## src/rtl/bam_pkg.sv

```systemverilog
// Shared phase encoding and phase-class decoders for the bus cycle master.
// Assumes one fast-clock cycle per bus half-state.
package bam_pkg;

    typedef enum logic [3:0] {
        PH_IDLE = 4'd0,
        PH_S0   = 4'd1,
        PH_S1   = 4'd2,
        PH_S2   = 4'd3,
        PH_S3   = 4'd4,
        PH_S4   = 4'd5,
        PH_WAIT = 4'd6,
        PH_S5   = 4'd7,
        PH_S6   = 4'd8,
        PH_S7   = 4'd9
    } bam_phase_e;

    // Half-states in which the address strobe (and read data strobes) are active.
    function automatic logic ph_as_on(bam_phase_e p);
        return (p == PH_S2) || (p == PH_S3) || (p == PH_S4) || (p == PH_WAIT) ||
               (p == PH_S5) || (p == PH_S6) || (p == PH_S7);
    endfunction

    // Half-states in which write data strobes are active.
    function automatic logic ph_wds_on(bam_phase_e p);
        return (p == PH_S4) || (p == PH_WAIT) || (p == PH_S5) ||
               (p == PH_S6) || (p == PH_S7);
    endfunction

    // Half-states in which write data is driven onto the bus.
    function automatic logic ph_dout_on(bam_phase_e p);
        return (p == PH_S3) || ph_wds_on(p);
    endfunction

endpackage

```

## src/rtl/bam_sync.sv

```systemverilog
// Multi-flop synchronizer for one asynchronous level input.
// Assumes STAGES >= 2; output resets to INIT (the inactive level).
module bam_sync #(
    parameter int   STAGES = 2,
    parameter logic INIT   = 1'b1
) (
    input  logic clk,
    input  logic rst_n,
    input  logic d,
    output logic q
);

    logic [STAGES-1:0] chain;

    // Shift the asynchronous level through the flop chain.
    always_ff @(posedge clk) begin
        if (!rst_n) begin
            chain <= {STAGES{INIT}};
        end else begin
            chain <= {chain[STAGES-2:0], d};
        end
    end

    assign q = chain[STAGES-1];

endmodule

```

## src/rtl/bam_seq.sv

```systemverilog
// Half-state sequencer: steps S0..S7 one fast-clock cycle per half-state,
// inserts wait pairs after S4 until a termination is recognized, and
// produces the registered bus clock and the completion pulse.
// Assumes term_ack/term_err are already synchronized and active high.
module bam_seq
    import bam_pkg::*;
(
    input  logic       clk,
    input  logic       rst_n,
    input  logic       req_valid,
    input  logic       term_ack,
    input  logic       term_err,
    output bam_phase_e phase_q,
    output bam_phase_e phase_nx,
    output logic       req_ready,
    output logic       accept,
    output logic       err_q,
    output logic       rsp_valid,
    output logic       bus_clk
);

    logic bclk_q;
    logic term_any;

    assign term_any  = term_ack || term_err;
    assign req_ready = (phase_q == PH_IDLE) && !bclk_q;
    assign accept    = req_ready && req_valid;
    assign bus_clk   = bclk_q;

    // Next half-state selection.
    always_comb begin
        phase_nx = phase_q;
        unique case (phase_q)
            PH_IDLE: phase_nx = accept ? PH_S0 : PH_IDLE;
            PH_S0:   phase_nx = PH_S1;
            PH_S1:   phase_nx = PH_S2;
            PH_S2:   phase_nx = PH_S3;
            PH_S3:   phase_nx = PH_S4;
            PH_S4:   phase_nx = term_any ? PH_S5 : PH_WAIT;
            PH_WAIT: phase_nx = PH_S4;
            PH_S5:   phase_nx = PH_S6;
            PH_S6:   phase_nx = PH_S7;
            PH_S7:   phase_nx = PH_IDLE;
            default: phase_nx = PH_IDLE;
        endcase
    end

    // Phase register and divide-by-two bus clock.
    always_ff @(posedge clk) begin
        if (!rst_n) begin
            phase_q <= PH_IDLE;
            bclk_q  <= 1'b1;
        end else begin
            phase_q <= phase_nx;
            bclk_q  <= !bclk_q;
        end
    end

    // Record how the cycle ended; bus error outranks acknowledge.
    always_ff @(posedge clk) begin
        if (!rst_n) begin
            err_q <= 1'b0;
        end else if (accept) begin
            err_q <= 1'b0;
        end else if ((phase_q == PH_S4) && term_any) begin
            err_q <= term_err;
        end
    end

    // Completion pulse in the half-state after S7.
    always_ff @(posedge clk) begin
        if (!rst_n) begin
            rsp_valid <= 1'b0;
        end else begin
            rsp_valid <= (phase_q == PH_S7);
        end
    end

endmodule

```

## src/rtl/bam_drive.sv

```systemverilog
// Bus-side register stage: latches the accepted request, drives address,
// function code, strobes, read/write line and write data from the next
// half-state, and samples read data at the end of S6.
// Assumes phase_nx/phase_q come from bam_seq in the same clock domain.
module bam_drive
    import bam_pkg::*;
#(
    parameter int AW  = 24,
    parameter int DW  = 16,
    parameter int FCW = 3,
    parameter int BEW = 2
) (
    input  logic           clk,
    input  logic           rst_n,
    input  bam_phase_e     phase_q,
    input  bam_phase_e     phase_nx,
    input  logic           accept,
    input  logic           req_write,
    input  logic [AW-1:0]  req_addr,
    input  logic [BEW-1:0] req_be,
    input  logic [FCW-1:0] req_fc,
    input  logic [DW-1:0]  req_wdata,
    input  logic           err_q,
    input  logic [DW-1:0]  bus_din,
    output logic [AW-1:0]  bus_addr,
    output logic [FCW-1:0] bus_fc,
    output logic           bus_as_n,
    output logic [BEW-1:0] bus_ds_n,
    output logic           bus_rw,
    output logic [DW-1:0]  bus_dq_out,
    output logic           bus_dq_oe,
    output logic [DW-1:0]  rsp_rdata
);

    logic           wr_q;
    logic [BEW-1:0] be_q;
    logic [AW-1:0]  addr_q;
    logic [FCW-1:0] fc_q;
    logic [DW-1:0]  wdata_q;
    logic [BEW-1:0] ds_nx;
    logic           ds_phase;

    assign ds_phase = wr_q ? ph_wds_on(phase_nx) : ph_as_on(phase_nx);

    // One strobe per byte lane, gated by that lane's enable.
    for (genvar g = 0; g < BEW; g++) begin : g_lane
        assign ds_nx[g] = !(be_q[g] && ds_phase);
    end

    // Hold the request for the whole transfer.
    always_ff @(posedge clk) begin
        if (!rst_n) begin
            wr_q    <= 1'b0;
            be_q    <= '0;
            addr_q  <= '0;
            fc_q    <= '0;
            wdata_q <= '0;
        end else if (accept) begin
            wr_q    <= req_write;
            be_q    <= req_be;
            addr_q  <= req_addr;
            fc_q    <= req_fc;
            wdata_q <= req_wdata;
        end
    end

    // Address and function code become valid entering S1.
    always_ff @(posedge clk) begin
        if (!rst_n) begin
            bus_addr <= '0;
            bus_fc   <= '0;
        end else if (phase_nx == PH_S1) begin
            bus_addr <= addr_q;
            bus_fc   <= fc_q;
        end
    end

    // Strobes and direction, registered from the next half-state.
    always_ff @(posedge clk) begin
        if (!rst_n) begin
            bus_as_n <= 1'b1;
            bus_ds_n <= '1;
            bus_rw   <= 1'b1;
        end else begin
            bus_as_n <= !ph_as_on(phase_nx);
            bus_ds_n <= ds_nx;
            bus_rw   <= !(wr_q && ph_as_on(phase_nx));
        end
    end

    // Write data from S3, held one half-state past strobe negation.
    always_ff @(posedge clk) begin
        if (!rst_n) begin
            bus_dq_out <= '0;
            bus_dq_oe  <= 1'b0;
        end else begin
            if (wr_q && (phase_nx == PH_S3)) begin
                bus_dq_out <= wdata_q;
            end
            bus_dq_oe <= wr_q && (ph_dout_on(phase_nx) || (phase_q == PH_S7));
        end
    end

    // Read data sampled at the end of S6; zero for writes and errors.
    always_ff @(posedge clk) begin
        if (!rst_n) begin
            rsp_rdata <= '0;
        end else if (phase_q == PH_S6) begin
            rsp_rdata <= (wr_q || err_q) ? '0 : bus_din;
        end
    end

endmodule

```

## src/rtl/bus_async_master.sv

```systemverilog
// Asynchronous bus cycle master. Takes one request at a time and runs it
// as an eight-half-state bus cycle, ended by a synchronized acknowledge
// or bus error. Assumes clk runs at twice the wanted bus clock rate and
// that bus_din is stable at the end of S6 once acknowledge is seen.
module bus_async_master
    import bam_pkg::*;
#(
    parameter int AW          = 24,
    parameter int DW          = 16,
    parameter int FCW         = 3,
    parameter int SYNC_STAGES = 2
) (
    input  logic              clk,
    input  logic              rst_n,
    input  logic              req_valid,
    output logic              req_ready,
    input  logic              req_write,
    input  logic [AW-1:0]     req_addr,
    input  logic [DW/8-1:0]   req_be,
    input  logic [FCW-1:0]    req_fc,
    input  logic [DW-1:0]     req_wdata,
    output logic              rsp_valid,
    output logic              rsp_err,
    output logic [DW-1:0]     rsp_rdata,
    output logic              bus_clk,
    output logic [AW-1:0]     bus_addr,
    output logic [FCW-1:0]    bus_fc,
    output logic              bus_as_n,
    output logic [DW/8-1:0]   bus_ds_n,
    output logic              bus_rw,
    output logic [DW-1:0]     bus_dq_out,
    output logic              bus_dq_oe,
    input  logic [DW-1:0]     bus_din,
    input  logic              bus_ack_n,
    input  logic              bus_berr_n
);

    localparam int BEW   = DW / 8;
    localparam int NTERM = 2;

    logic [NTERM-1:0] term_raw_n;
    logic [NTERM-1:0] term_sync_n;
    bam_phase_e       phase_q;
    bam_phase_e       phase_nx;
    logic             accept;
    logic             err_q;

    assign term_raw_n = {bus_berr_n, bus_ack_n};

    // One synchronizer per termination input.
    for (genvar t = 0; t < NTERM; t++) begin : g_term
        bam_sync #(
            .STAGES (SYNC_STAGES),
            .INIT   (1'b1)
        ) u_sync (
            .clk   (clk),
            .rst_n (rst_n),
            .d     (term_raw_n[t]),
            .q     (term_sync_n[t])
        );
    end

    bam_seq u_seq (
        .clk       (clk),
        .rst_n     (rst_n),
        .req_valid (req_valid),
        .term_ack  (!term_sync_n[0]),
        .term_err  (!term_sync_n[1]),
        .phase_q   (phase_q),
        .phase_nx  (phase_nx),
        .req_ready (req_ready),
        .accept    (accept),
        .err_q     (err_q),
        .rsp_valid (rsp_valid),
        .bus_clk   (bus_clk)
    );

    bam_drive #(
        .AW  (AW),
        .DW  (DW),
        .FCW (FCW),
        .BEW (BEW)
    ) u_drive (
        .clk        (clk),
        .rst_n      (rst_n),
        .phase_q    (phase_q),
        .phase_nx   (phase_nx),
        .accept     (accept),
        .req_write  (req_write),
        .req_addr   (req_addr),
        .req_be     (req_be),
        .req_fc     (req_fc),
        .req_wdata  (req_wdata),
        .err_q      (err_q),
        .bus_din    (bus_din),
        .bus_addr   (bus_addr),
        .bus_fc     (bus_fc),
        .bus_as_n   (bus_as_n),
        .bus_ds_n   (bus_ds_n),
        .bus_rw     (bus_rw),
        .bus_dq_out (bus_dq_out),
        .bus_dq_oe  (bus_dq_oe),
        .rsp_rdata  (rsp_rdata)
    );

    assign rsp_err = err_q;

endmodule

```

## config.mk

```make
export PLATFORM = sky130hd
export DESIGN_NAME = bus_async_master
export DESIGN_NICKNAME = d
export VERILOG_FILES = /design/src/rtl/bam_pkg.sv /design/src/rtl/bam_sync.sv /design/src/rtl/bam_seq.sv /design/src/rtl/bam_drive.sv /design/src/rtl/bus_async_master.sv
export SDC_FILE = /design/constraint.sdc
export NUM_CORES = 1
export LEC_CHECK = 0
export BUFFER_PORTS_ARGS = -buffer_cell sky130_fd_sc_hd__buf_2
export CORE_MARGIN = 3
export CORE_UTILIZATION = 45
export CTS_BUF_LIST = sky130_fd_sc_hd__clkbuf_8
export CTS_CLUSTER_DIAMETER = 150
export DETAILED_ROUTE_END_ITERATION = 8
export GPL_TIMING_DRIVEN = 0
export PLACE_DENSITY = 0.74
export SLEW_MARGIN = 0
export SYNTH_ARGS = -nofsm -noshare
export SYNTH_HDL_FRONTEND = slang
export SYNTH_SLANG_ARGS = --single-unit
```

## constraint.sdc

```tcl
create_clock -name clk -period 1.74 [get_ports clk]
set_input_delay 0.261 -clock clk [delete_from_list [all_inputs] [get_ports clk]]
set_output_delay 0.261 -clock clk [all_outputs]
set_load 0.005 [all_outputs]
```

==> summary.txt, run 1 <==
OUTCOME
----------------------------------------------------------------------------------------
Status .................................................................... finished with violations
Failing checks ............................................................ setup timing

SYNTH
----------------------------------------------------------------------------------------
Cell count after synthesis ................................................          532
Summed instance area of the synthesized netlist ...........................   4611 sq um
Post-synthesis register bit count .........................................          121
Yosys warnings ............................................................            0
Net Count, Synth ..........................................................          599
Syn Area/Cell .............................................................  8.667 sq um
Fraction of the yosys area taken by sequential cells ......................       0.5254
Dominant synthesized flop cell ............................................ sky130_fd_sc_hd__dfxtp_1
Unique cell type count in the Yosys netlist ...............................           36
Post-synth ARST share .....................................................            0
Post-synth EDFFs ..........................................................            0

DETAILED ROUTING
----------------------------------------------------------------------------------------
Per-cell via count in the routed design ...................................        4.864
Overall routed net length .................................................     11.58 mm
First-iteration detailed-routing DRC count ................................          208
Via Count .................................................................         4105
Detailed-route DRC error count ............................................            0
Detailed Routing Iterations Pass 1 ........................................            4
Post-DRT Antenna Nets .....................................................            0
Routed len/inst ...........................................................     13.72 um

DIE
----------------------------------------------------------------------------------------
Die area ..................................................................  11500 sq um
Starting density of the core ..............................................       0.4674
Area of the placeable core ................................................   9864 sq um
DIE HEIGHT ................................................................     107.2 um
Total I/O pin count .......................................................          135
Site row count ............................................................           36
Die Width .................................................................     107.2 um

GLOBAL ROUTING
----------------------------------------------------------------------------------------
Number of antenna violations at the first check in global routing .........            0
GR Overflow Total .........................................................            0
Via count of the first global-routing pass ................................         4066
Pin count of the biggest net entering global routing ......................           17
Global-route wire length before repair ....................................     18.63 mm
Global Route Usage Sum ....................................................       0.2030

PLACED DESIGN
----------------------------------------------------------------------------------------
Count of buffers inserted at the top-level ports ..........................          133
Final weighted congestion in routability-driven placement .................       0.7991
Total half-perimeter wirelength after legalization and detailed placement .     8.249 mm
Cell total after placement ................................................          798
Post-DP Area ..............................................................   5443 sq um

STA
----------------------------------------------------------------------------------------
Layout Skew ...............................................................   0.01100 ns
Number of max-slew violations in the final report .........................            0
Tightest slew margin relative to the limit ................................       0.6608
Maximum clock frequency ...................................................   0.5511 GHz
Setup total negative slack ................................................   -0.7248 ns
Post-Route Hold Slack .....................................................   0.04170 ns
Unrepaired setup endpoints after global routing ...........................         true
Worst-case setup margin in the final layout ...............................  -0.07444 ns
Final hold vios ...........................................................            0
Final setup violation count ...............................................           16
Slew at the pin closest to its max-slew limit .............................    0.5088 ns
Minimum clock period after layout .........................................     1.814 ns
Final cycle utilization of the critical path ..............................        1.043

CRITICAL PATH
----------------------------------------------------------------------------------------
Type of origin of the critical path .......................................         flop
Cells on worst reg2reg path ...............................................            8
Crit path DAT .............................................................      2.17 ns
CP endpoint kind ..........................................................         flop
Worst r2r src ............................................................. u_seq.phase_q[2]$_SDFF_PN0_
Required time worst endpoint ..............................................      2.09 ns
Type of the worst setup path ..............................................   reg -> reg
Timing startpoint of the critical path .................................... u_seq.phase_q[2]$_SDFF_PN0_
Maximum fanout along the worst path .......................................            7

CTS
----------------------------------------------------------------------------------------
Clock slew at reported path FFs ...........................................      0.07 ns
Num CTS Buffers ...........................................................           17
Number of buffers added to fix hold violations after cts ..................            0
Root buffer selected by CTS ............................................... sky130_fd_sc_hd__clkbuf_8
TritonCTS clock tree ......................................................         done
H-tree depth ..............................................................            4
Insertion delay to the later sink of the worst-skew pair ..................      0.43 ns
Buffers from clock root to sink, at most ..................................            2
Clk sinks .................................................................          121

PWR
----------------------------------------------------------------------------------------
Pwr/cell area ............................................................. 1046 nW/um^2
IR Drop Worst-Case VDD ....................................................    0.5442 mV
Post-route total power ....................................................   0.006422 W
Leakage power .............................................................     2.575 nW

LAYOUT
----------------------------------------------------------------------------------------
Ratio of cells with drive above 1 in the final layout .....................       0.3052
Inserted Diodes ...........................................................            0
Number of non-filler instances in the completed layout ....................          844
Area used by multi-input combinational logic ..............................   2018 sq um
Register area .............................................................   2425 sq um
Layout-stage area growth over the synthesis result ........................       33.13%
Number of nets in the final layout ........................................          765
Final standard cell area without fillers ..................................   6138 sq um
Most used cells in the layout excluding fill and tap cells ................ sky130_fd_sc_hd__nand2_1, sky130_fd_sc_hd__buf_2, sky130_fd_sc_hd__dfxtp_1
Fillcell total ............................................................          847
Leading cell type in the layout, fill and taps excluded ................... sky130_fd_sc_hd__nand2_1

RUN
----------------------------------------------------------------------------------------
Max_cap viols .............................................................            0

HOLD PATH
----------------------------------------------------------------------------------------
Path class of the lowest-slack min-delay path .............................    in -> reg
Worst hold path cell count ................................................            2
HP Start ..................................................................   bus_berr_n

report_power, final:
part           internal (W)  switching [W]
clock network       0.00196        0.00110
logic              0.000213       0.000271
registers           0.00284      0.0000379
total               0.00501        0.00141
metal layers:
metal	global-route usage	vias up	wire length (um)
li1	-	2066	-
met1	0.2483	1928	5048
met2	0.3481	100	5869
met3	0.05238	11	507
met4	0.06484	0	151
met5	0	-	0
Yosys cell counts, types with 3 or more instances:
| master | n | area, sq um |
|---|---|---|
| sky130_fd_sc_hd__and3_1 | 3 | 18.77 |
| sky130_fd_sc_hd__a21boi_1 | 59 | 442.9 |
| sky130_fd_sc_hd__nand2_1 | 204 | 765.7 |
| sky130_fd_sc_hd__nor2_1 | 9 | 33.78 |
| sky130_fd_sc_hd__nand2b_1 | 5 | 31.28 |
| sky130_fd_sc_hd__a21boi_0 | 30 | 225.2 |
| sky130_fd_sc_hd__buf_2 | 12 | 60.06 |
| sky130_fd_sc_hd__dfxtp_1 | 121 | 2422 |
| sky130_fd_sc_hd__nand3_1 | 16 | 80.08 |
| sky130_fd_sc_hd__o21ai_0 | 5 | 25.02 |
| sky130_fd_sc_hd__clkbuf_1 | 23 | 86.33 |
| sky130_fd_sc_hd__mux2i_1 | 16 | 160.2 |
logic make-up (layout without fill, tap and decap cells):
logic type,count (synthesis),after routing,share of synthesized area
DFF,121,121,0.5254
and+or+nand+nor,251,251,0.2260
muxes,17,17,0.03718
buffers and inverters,40,219,0.04260
xor gates and xnor gates,1,1,0.001900
AOI/OAI and AO/OA,102,102,0.1669
what timing repair did:
item / in CTS / in global routing
gates cloned: 0 / 2
setup buffers: 7 / 6
pin swaps: 2 / 5
hold endpoints to repair: 0 / 0
resized for setup: 13 / 24
setup endpoints to repair: 67 / 88
path summary, 6_finish.rpt:
check | slack (ns) | end
worst max-delay path | -0.07 | u_drive.bus_dq_out[10]$_SDFFE_PN0P_
worst min-delay path | 0.04 | g_term[1].u_sync.chain[0]$_SDFF_PN1_
worst max register to register | -0.07 | u_drive.bus_dq_out[10]$_SDFFE_PN0P_
worst min register to register | 0.38 | u_drive.bus_ds_n[0]$_SDFF_PN1_
critical path: stages, from the launching register on:
cell and delay [ns]:
sky130_fd_sc_hd__dfxtp_1 0.31, sky130_fd_sc_hd__buf_6 0.13, sky130_fd_sc_hd__and2b_4 0.18, sky130_fd_sc_hd__a22oi_4 0.13, sky130_fd_sc_hd__o211ai_2 0.12, sky130_fd_sc_hd__nor4b_2 0.32, sky130_fd_sc_hd__buf_4 0.22, sky130_fd_sc_hd__clkbuf_16 0.16
sky130_fd_sc_hd__mux2i_1 0.17
area by class of cell:
cell class | count | area share
well taps | 133 | 0.02711
repair buffers | 148 | 0.1305
inverters | 1 | 0.0006115
clock buffers | 20 | 0.04484
clock inverters | 12 | 0.03587
multi-input cells | 371 | 0.3288
plain buffers | 38 | 0.03730
flip-flops and latches | 121 | 0.3950
through the flow:
step,setup slack [ns],utilization
3_5_place_dp,-0.1971,0.5518
6_report,-0.07444,0.6223
3_3_place_gp,-0.1703,0.5518
4_1_cts,-0.04804,0.6101
2_1_floorplan,0.09584,-
5_1_grt,-0.2076,0.6223
sequential cells by signal, summed over array words and instances (netlist names), 2 cells and up:
register and flops:
u_drive.be_q 2, u_drive.rsp_rdata 16, u_drive.bus_ds_n 2, u_drive.bus_fc 3
u_seq.phase_q 4, u_drive.fc_q 3, u_drive.addr_q 24, u_drive.bus_addr 24
u_drive.bus_dq_out 16, g_term.u_sync.chain 4, u_drive.wdata_q 16
Power figures use the tool's default switching activity.
==> inputs of run 2 (changes only) <==
--- a/config.mk
+++ b/config.mk
@@ -5,7 +5,7 @@
 export SDC_FILE = /design/constraint.sdc
 export NUM_CORES = 1
 export LEC_CHECK = 0
-export BUFFER_PORTS_ARGS = -buffer_cell sky130_fd_sc_hd__buf_2
+export BUFFER_PORTS_ARGS = -buffer_cell sky130_fd_sc_hd__buf_4
 export CORE_MARGIN = 3
 export CORE_UTILIZATION = 45
 export CTS_BUF_LIST = sky130_fd_sc_hd__clkbuf_8
==> run 2 against run 1 <==
The flow still finishes with violations (setup timing); setup slack better by 0.027 ns; combinational power rose by 13%; sequential cell count unchanged; critical path type unchanged.
==> summary.txt, run 2 (synthesized netlist as in run 1, its figures left out) <==
CTS
----------------------------------------------------------------------------------------
H-tree depth ..............................................................            4
Clk sinks .................................................................          121
Root buffer selected by CTS ............................................... sky130_fd_sc_hd__clkbuf_8
Clock slew at reported path FFs ...........................................      0.07 ns
Num CTS Buffers ...........................................................           17
Insertion delay to the later sink of the worst-skew pair ..................      0.42 ns
TritonCTS clock tree ......................................................         done
Buffers from clock root to sink, at most ..................................            2
Number of buffers added to fix hold violations after cts ..................            0

CRITICAL PATH
----------------------------------------------------------------------------------------
Maximum fanout along the worst path .......................................            8
Type of origin of the critical path .......................................         flop
Reg2reg setup slack .......................................................     -0.05 ns
Crit path DAT .............................................................      2.13 ns
Type of the worst setup path ..............................................   reg -> reg
CP endpoint kind ..........................................................         flop
Required time worst endpoint ..............................................      2.08 ns

STA
----------------------------------------------------------------------------------------
Slew at the pin closest to its max-slew limit .............................    0.5017 ns
Tightest slew margin relative to the limit ................................       0.6655
Final cycle utilization of the critical path ..............................        1.027
Minimum clock period after layout .........................................     1.787 ns
Final hold vios ...........................................................            0
Final setup violation count ...............................................           15
Layout Skew ...............................................................  0.009937 ns
Maximum clock frequency ...................................................   0.5596 GHz
Worst-case setup margin in the final layout ...............................  -0.04715 ns
Unrepaired setup endpoints after global routing ...........................         true
Setup total negative slack ................................................   -0.3794 ns
Number of max-slew violations in the final report .........................            0

DETAILED ROUTING
----------------------------------------------------------------------------------------
Via Count .................................................................         4147
Detailed-route DRC error count ............................................            0
Overall routed net length .................................................     11.82 mm
First-iteration detailed-routing DRC count ................................          206
Per-cell via count in the routed design ...................................        4.902
Post-DRT Antenna Nets .....................................................            0
Routed len/inst ...........................................................     13.97 um
Detailed Routing Iterations Pass 1 ........................................            4

PLACED DESIGN
----------------------------------------------------------------------------------------
Count of buffers inserted at the top-level ports ..........................          133
Final weighted congestion in routability-driven placement .................       0.7951
Total half-perimeter wirelength after legalization and detailed placement .     8.381 mm
Worst Setup Slack post-DPL ................................................   -0.1902 ns
Cell total after placement ................................................          798
Post-DP Area ..............................................................   5776 sq um

LAYOUT
----------------------------------------------------------------------------------------
Register area .............................................................   2426 sq um
Fillcell total ............................................................          826
Most used cells in the layout excluding fill and tap cells ................ sky130_fd_sc_hd__nand2_1, sky130_fd_sc_hd__buf_4, sky130_fd_sc_hd__dfxtp_1
Layout-stage area growth over the synthesis result ........................       39.16%
Top flop regs ............................................................. u_drive.addr_q: 24 flops, u_drive.bus_addr: 24 flops
Leading cell type in the layout, fill and taps excluded ................... sky130_fd_sc_hd__nand2_1
Number of nets in the final layout ........................................          767
Ratio of cells with drive above 1 in the final layout .....................       0.3086
Inserted Diodes ...........................................................            0
Area used by multi-input combinational logic ..............................   2017 sq um
Number of non-filler instances in the completed layout ....................          846
Final standard cell area without fillers ..................................   6416 sq um

HOLD PATH
----------------------------------------------------------------------------------------
Path class of the lowest-slack min-delay path .............................    in -> reg

GLOBAL ROUTING
----------------------------------------------------------------------------------------
Number of antenna violations at the first check in global routing .........            0
Pin count of the biggest net entering global routing ......................           17
Global-route wire length before repair ....................................     18.51 mm
Global Route Usage Sum ....................................................       0.2023
GR Overflow Total .........................................................            0
Via count of the first global-routing pass ................................         3983

RUN
----------------------------------------------------------------------------------------
Max_cap viols .............................................................            0

DIE
----------------------------------------------------------------------------------------
Starting density of the core ..............................................       0.4674
Die area ..................................................................  11500 sq um
Die Width .................................................................     107.2 um
Total I/O pin count .......................................................          135
Area of the placeable core ................................................   9864 sq um
DIE HEIGHT ................................................................     107.2 um
Site row count ............................................................           36

PWR
----------------------------------------------------------------------------------------
Post-route total power ....................................................   0.006114 W
IR Drop Worst-Case VDD ....................................................    0.4675 mV
Leakage power .............................................................     2.598 nW
Pwr/cell area ............................................................. 952.9 nW/um^2

OUTCOME
----------------------------------------------------------------------------------------
Status .................................................................... finished with violations
Failing checks ............................................................ setup timing

[run 2: changes by cell type in the layout (fill, tap and decap cells not counted), moves of 2 or more]
| cell | delta |
|---|---|
| sky130_fd_sc_hd__buf_4 | +138 |
| sky130_fd_sc_hd__bufinv_16 | -3 |
| sky130_fd_sc_hd__nor2_2 | +2 |
| sky130_fd_sc_hd__nor2_1 | -2 |
| sky130_fd_sc_hd__clkinvlp_4 | +2 |
| sky130_fd_sc_hd__clkbuf_4 | -4 |
| sky130_fd_sc_hd__inv_6 | +3 |
| sky130_fd_sc_hd__buf_2 | -132 |
[run 2: power breakdown]
part / internal, W / leakage (nW) / total (W) / switching, W
sequential: 0.00284 / 0.981 / 0.00288 / 0.0000392
combinational: 0.000269 / 1.42 / 0.000548 / 0.000279
clock: 0.00151 / 0.201 / 0.00269 / 0.00118
total: 0.00462 / 2.60 / 0.00611 / 0.00150
[run 2: path summary, 6_finish.rpt]
check                                    start                              endpoint  depth (start not counted)
setup / recovery   u_seq.phase_q[1]$_SDFF_PN0_   u_drive.bus_dq_out[13]$_SDFFE_PN0P_                          8
hold / removal                       bus_ack_n  g_term[0].u_sync.chain[0]$_SDFF_PN1_                          2
setup reg to reg   u_seq.phase_q[1]$_SDFF_PN0_   u_drive.bus_dq_out[13]$_SDFFE_PN0P_                          8
hold reg to reg   u_drive.be_q[0]$_SDFFE_PN0P_        u_drive.bus_ds_n[0]$_SDFF_PN1_                          1
[run 2: area by class of cell]
class | count | area share
plain buffers | 38 | 0.03569
flip-flops and latches | 121 | 0.3781
inverters | 1 | 0.0005850
repair buffers | 150 | 0.1784
clock buffers | 19 | 0.04076
well taps | 133 | 0.02594
clock inverters | 13 | 0.02613
multi-input cells | 371 | 0.3144
[run 2: what timing repair did]
action / in CTS / in global routing
pin swaps: 4 / 4
cloned: 0 / 2
resized for setup: 13 / 26
setup buffers: 5 / 10
setup endpoints to repair: 78 / 81
[run 2: per-stage QoR]
step | util | hold slack (ns)
CTS | 0.6356 | 0.01452
detailed placement | 0.5855 | 0.3693
floorplan | - | 0.3582
global route | 0.6504 | 0.005873
finish | 0.6504 | 0.03399
global placement | 0.5855 | 0.3652
[run 2: worst max-delay path, stage by stage, from the launching register on]
cell and delay (ns):
sky130_fd_sc_hd__dfxtp_2 0.32, sky130_fd_sc_hd__buf_6 0.13, sky130_fd_sc_hd__nor2_2 0.15, sky130_fd_sc_hd__or3_1 0.15, sky130_fd_sc_hd__o211ai_2 0.11, sky130_fd_sc_hd__nor4b_2 0.30, sky130_fd_sc_hd__buf_4 0.22, sky130_fd_sc_hd__buf_12 0.13
sky130_fd_sc_hd__mux2i_1 0.19
[run 2: layer usage]
layer  wire length [um]  vias to the layer above  GRT usage
met5                  0                        -          0
met4                137                        0    0.06849
met3                646                       12    0.06261
met2               5963                      118     0.3436
met1               5071                     1946     0.2422
li1                   -                     2071          -
==> inputs of run 3 (changes only) <==
--- a/config.mk
+++ b/config.mk
@@ -12,7 +12,7 @@
 export CTS_CLUSTER_DIAMETER = 150
 export DETAILED_ROUTE_END_ITERATION = 8
 export GPL_TIMING_DRIVEN = 0
-export PLACE_DENSITY = 0.74
+export PLACE_DENSITY = 0.76
 export SLEW_MARGIN = 0
 export SYNTH_ARGS = -nofsm -noshare
 export SYNTH_HDL_FRONTEND = slang
==> run 3 against run 2 <==
Die area unchanged; register-to-register slack about the same; non-clock buffer count decreased by 3; critical path depth unchanged; setup slack got worse by 0.0010 ns; utilization decreased by 0.43 points; the run still ends with setup timing left; worst hold slack improved by 0.0026 ns; total power decreased by 1.2%.
==> summary.txt, run 3 (synthesized netlist as in run 1, its figures left out) <==
OUTCOME
----------------------------------------------------------------------------------------
Status .................................................................... finished with violations
Failing checks ............................................................ setup timing

STA
----------------------------------------------------------------------------------------
Slew at the pin closest to its max-slew limit .............................    0.4710 ns
Number of max-slew violations in the final report .........................            0
Unrepaired setup endpoints after global routing ...........................         true
Minimum clock period after layout .........................................     1.788 ns
Tightest slew margin relative to the limit ................................       0.6860
Worst-case setup margin in the final layout ...............................  -0.04818 ns
Maximum clock frequency ...................................................   0.5592 GHz
Post-Route Hold Slack .....................................................   0.03656 ns
Final setup violation count ...............................................           15
Final hold vios ...........................................................            0
Final cycle utilization of the critical path ..............................        1.028
Layout Skew ...............................................................  0.008781 ns

LAYOUT
----------------------------------------------------------------------------------------
Layout-stage area growth over the synthesis result ........................       38.24%
Top flop regs ............................................................. u_drive.addr_q: 24 flops, u_drive.bus_addr: 24 flops
Number of nets in the final layout ........................................          764
Inserted Diodes ...........................................................            0
Most used cells in the layout excluding fill and tap cells ................ sky130_fd_sc_hd__nand2_1, sky130_fd_sc_hd__buf_4, sky130_fd_sc_hd__dfxtp_1
Ratio of cells with drive above 1 in the final layout .....................       0.3000
Leading cell type in the layout, fill and taps excluded ................... sky130_fd_sc_hd__nand2_1

CTS
----------------------------------------------------------------------------------------
Buffers from clock root to sink, at most ..................................            2
Root buffer selected by CTS ............................................... sky130_fd_sc_hd__clkbuf_8
TritonCTS clock tree ......................................................         done
Insertion delay to the later sink of the worst-skew pair ..................      0.42 ns
Clock slew at reported path FFs ...........................................      0.07 ns
H-tree depth ..............................................................            4
Clk sinks .................................................................          121
Num CTS Buffers ...........................................................           17

DIE
----------------------------------------------------------------------------------------
Die area ..................................................................  11500 sq um
Total I/O pin count .......................................................          135
Starting density of the core ..............................................       0.4674
DIE HEIGHT ................................................................     107.2 um
Die Width .................................................................     107.2 um
Site row count ............................................................           36
Area of the placeable core ................................................   9864 sq um

CRITICAL PATH
----------------------------------------------------------------------------------------
Crit path DAT .............................................................      2.13 ns
Type of the worst setup path ..............................................   reg -> reg
CP endpoint kind ..........................................................         flop
Timing startpoint of the critical path .................................... u_seq.phase_q[3]$_SDFF_PN0_
Maximum fanout along the worst path .......................................            5
Worst r2r src ............................................................. u_seq.phase_q[3]$_SDFF_PN0_
Type of origin of the critical path .......................................         flop
Required time worst endpoint ..............................................      2.08 ns

DETAILED ROUTING
----------------------------------------------------------------------------------------
Post-DRT Antenna Nets .....................................................            0
Routed len/inst ...........................................................     13.82 um
Via Count .................................................................         4120
Detailed Routing Iterations Pass 1 ........................................            5
Per-cell via count in the routed design ...................................        4.887
Detailed-route DRC error count ............................................            0
First-iteration detailed-routing DRC count ................................          182
Overall routed net length .................................................     11.65 mm

PWR
----------------------------------------------------------------------------------------
Switching power of the nets ...............................................   0.001418 W
Combinational cell fraction of total power ................................        0.088
Pwr/cell area ............................................................. 948.1 nW/um^2
Leakage power .............................................................     2.600 nW
Portion of total power attributed to the clock network ....................        0.436
Part of the total power dissipated in sequential elements .................        0.476
Sw Ratio ..................................................................       0.2347
IR Drop Worst-Case VDD ....................................................    0.4240 mV
Internal portion of total power ...........................................   0.004625 W

PLACED DESIGN
----------------------------------------------------------------------------------------
Total half-perimeter wirelength after legalization and detailed placement .     8.367 mm
Final weighted congestion in routability-driven placement .................       0.8046
Worst Setup Slack post-DPL ................................................   -0.2314 ns
Count of buffers inserted at the top-level ports ..........................          133

GLOBAL ROUTING
----------------------------------------------------------------------------------------
Global Route Usage Sum ....................................................       0.2028
Global-route wire length before repair ....................................     18.36 mm
GR met3 Demand/Resource ...................................................      0.05178
Met1 demand-to-capacity share in global routing ...........................       0.2512
Pin count of the biggest net entering global routing ......................           17
GR Overflow Total .........................................................            0
Number of antenna violations at the first check in global routing .........            0
Via count of the first global-routing pass ................................         3980
GR peak layer .............................................................         met2
Global Route met2 Usage ...................................................       0.3369

HOLD PATH
----------------------------------------------------------------------------------------
HP Start ..................................................................   bus_berr_n
Path class of the lowest-slack min-delay path .............................    in -> reg

RUN
----------------------------------------------------------------------------------------
Max_cap viols .............................................................            0

run 3: changes by cell type in the layout (fill, tap and decap cells not counted), moves of 3 or more:
cell	change
sky130_fd_sc_hd__buf_4	-9
sky130_fd_sc_hd__clkinv_4	+3
sky130_fd_sc_hd__clkbuf_4	+3
sky130_fd_sc_hd__clkinvlp_4	-4
sky130_fd_sc_hd__clkbuf_2	+3
sky130_fd_sc_hd__inv_6	-3
run 3: what timing repair did:
| item | in CTS | in global routing |
|---|---|---|
| gates resized for setup | 14 | 17 |
| pin swaps | 4 | 0 |
| endpoints found under the hold margin | 0 | 0 |
| cloned | 2 | 0 |
| hold buffers | 0 | 0 |
| endpoints found under the setup margin | 69 | 79 |
| setup buffers | 8 | 4 |
run 3: cell type report:
class / count / area [sq um]
tap: 133 / 166.4
sequential: 121 / 2429
inverter: 1 / 3.754
timing repair buffer: 147 / 1125
clock inverter: 12 / 150.1
multi-input combinational: 371 / 2011
fill: 831 / 3491
buffer: 38 / 214.0
clock buffer: 20 / 275.3
run 3: worst max-delay path, stage by stage, from the launching register on:
cell	delay [ns]
sky130_fd_sc_hd__dfxtp_2	0.32
sky130_fd_sc_hd__buf_6	0.12
sky130_fd_sc_hd__nor2b_4	0.13
sky130_fd_sc_hd__a22oi_4	0.16
sky130_fd_sc_hd__o211ai_2	0.11
sky130_fd_sc_hd__nor4b_2	0.30
sky130_fd_sc_hd__buf_4	0.24
sky130_fd_sc_hd__buf_12	0.13
sky130_fd_sc_hd__mux2i_1	0.20
run 3: power groups by stage:
stage	clock network (W)	logic (W)	registers, W
finish	0.00263	0.000533	0.00288
global route	0.00280	0.000588	0.00288
CTS	0.00267	0.000513	0.00288
detailed placement	0	0.000492	0.00294
global placement	0	0.000481	0.00294
floorplan	0	0.000270	0.00293
run 3: worst paths after layout:
| path | endpoint | slack (ns) | cells after the start |
|---|---|---|---|
| worst max register to register | u_drive.bus_dq_out[5]$_SDFFE_PN0P_ | -0.05 | 8 |
| worst max-delay path | u_drive.bus_dq_out[5]$_SDFFE_PN0P_ | -0.05 | 8 |
| worst min-delay path | g_term[1].u_sync.chain[0]$_SDFF_PN1_ | 0.04 | 2 |
| worst min register to register | u_drive.bus_ds_n[1]$_SDFF_PN1_ | 0.38 | 1 |
run 3: layer usage:
| metal | wire (um) | up-vias |
|---|---|---|
| li1 | - | 2066 |
| met1 | 5059 | 1899 |
| met2 | 5671 | 130 |
| met3 | 670 | 25 |
| met4 | 251 | 0 |
| met5 | 0 | - |
run 3: through the flow:
step                utilization  TNS [ns]  std cells  power, W  area [sq um]
floorplan                     -         0        532  0.003202          4611
global placement         0.5855    -1.779        798  0.003417          5776
detailed placement       0.5855    -4.248        798  0.003431          5776
CTS                      0.6412  -0.08240        840  0.006059          6325
global route             0.6461    -1.666        843  0.006274          6374
finish                   0.6461   -0.3339        843  0.006043          6374
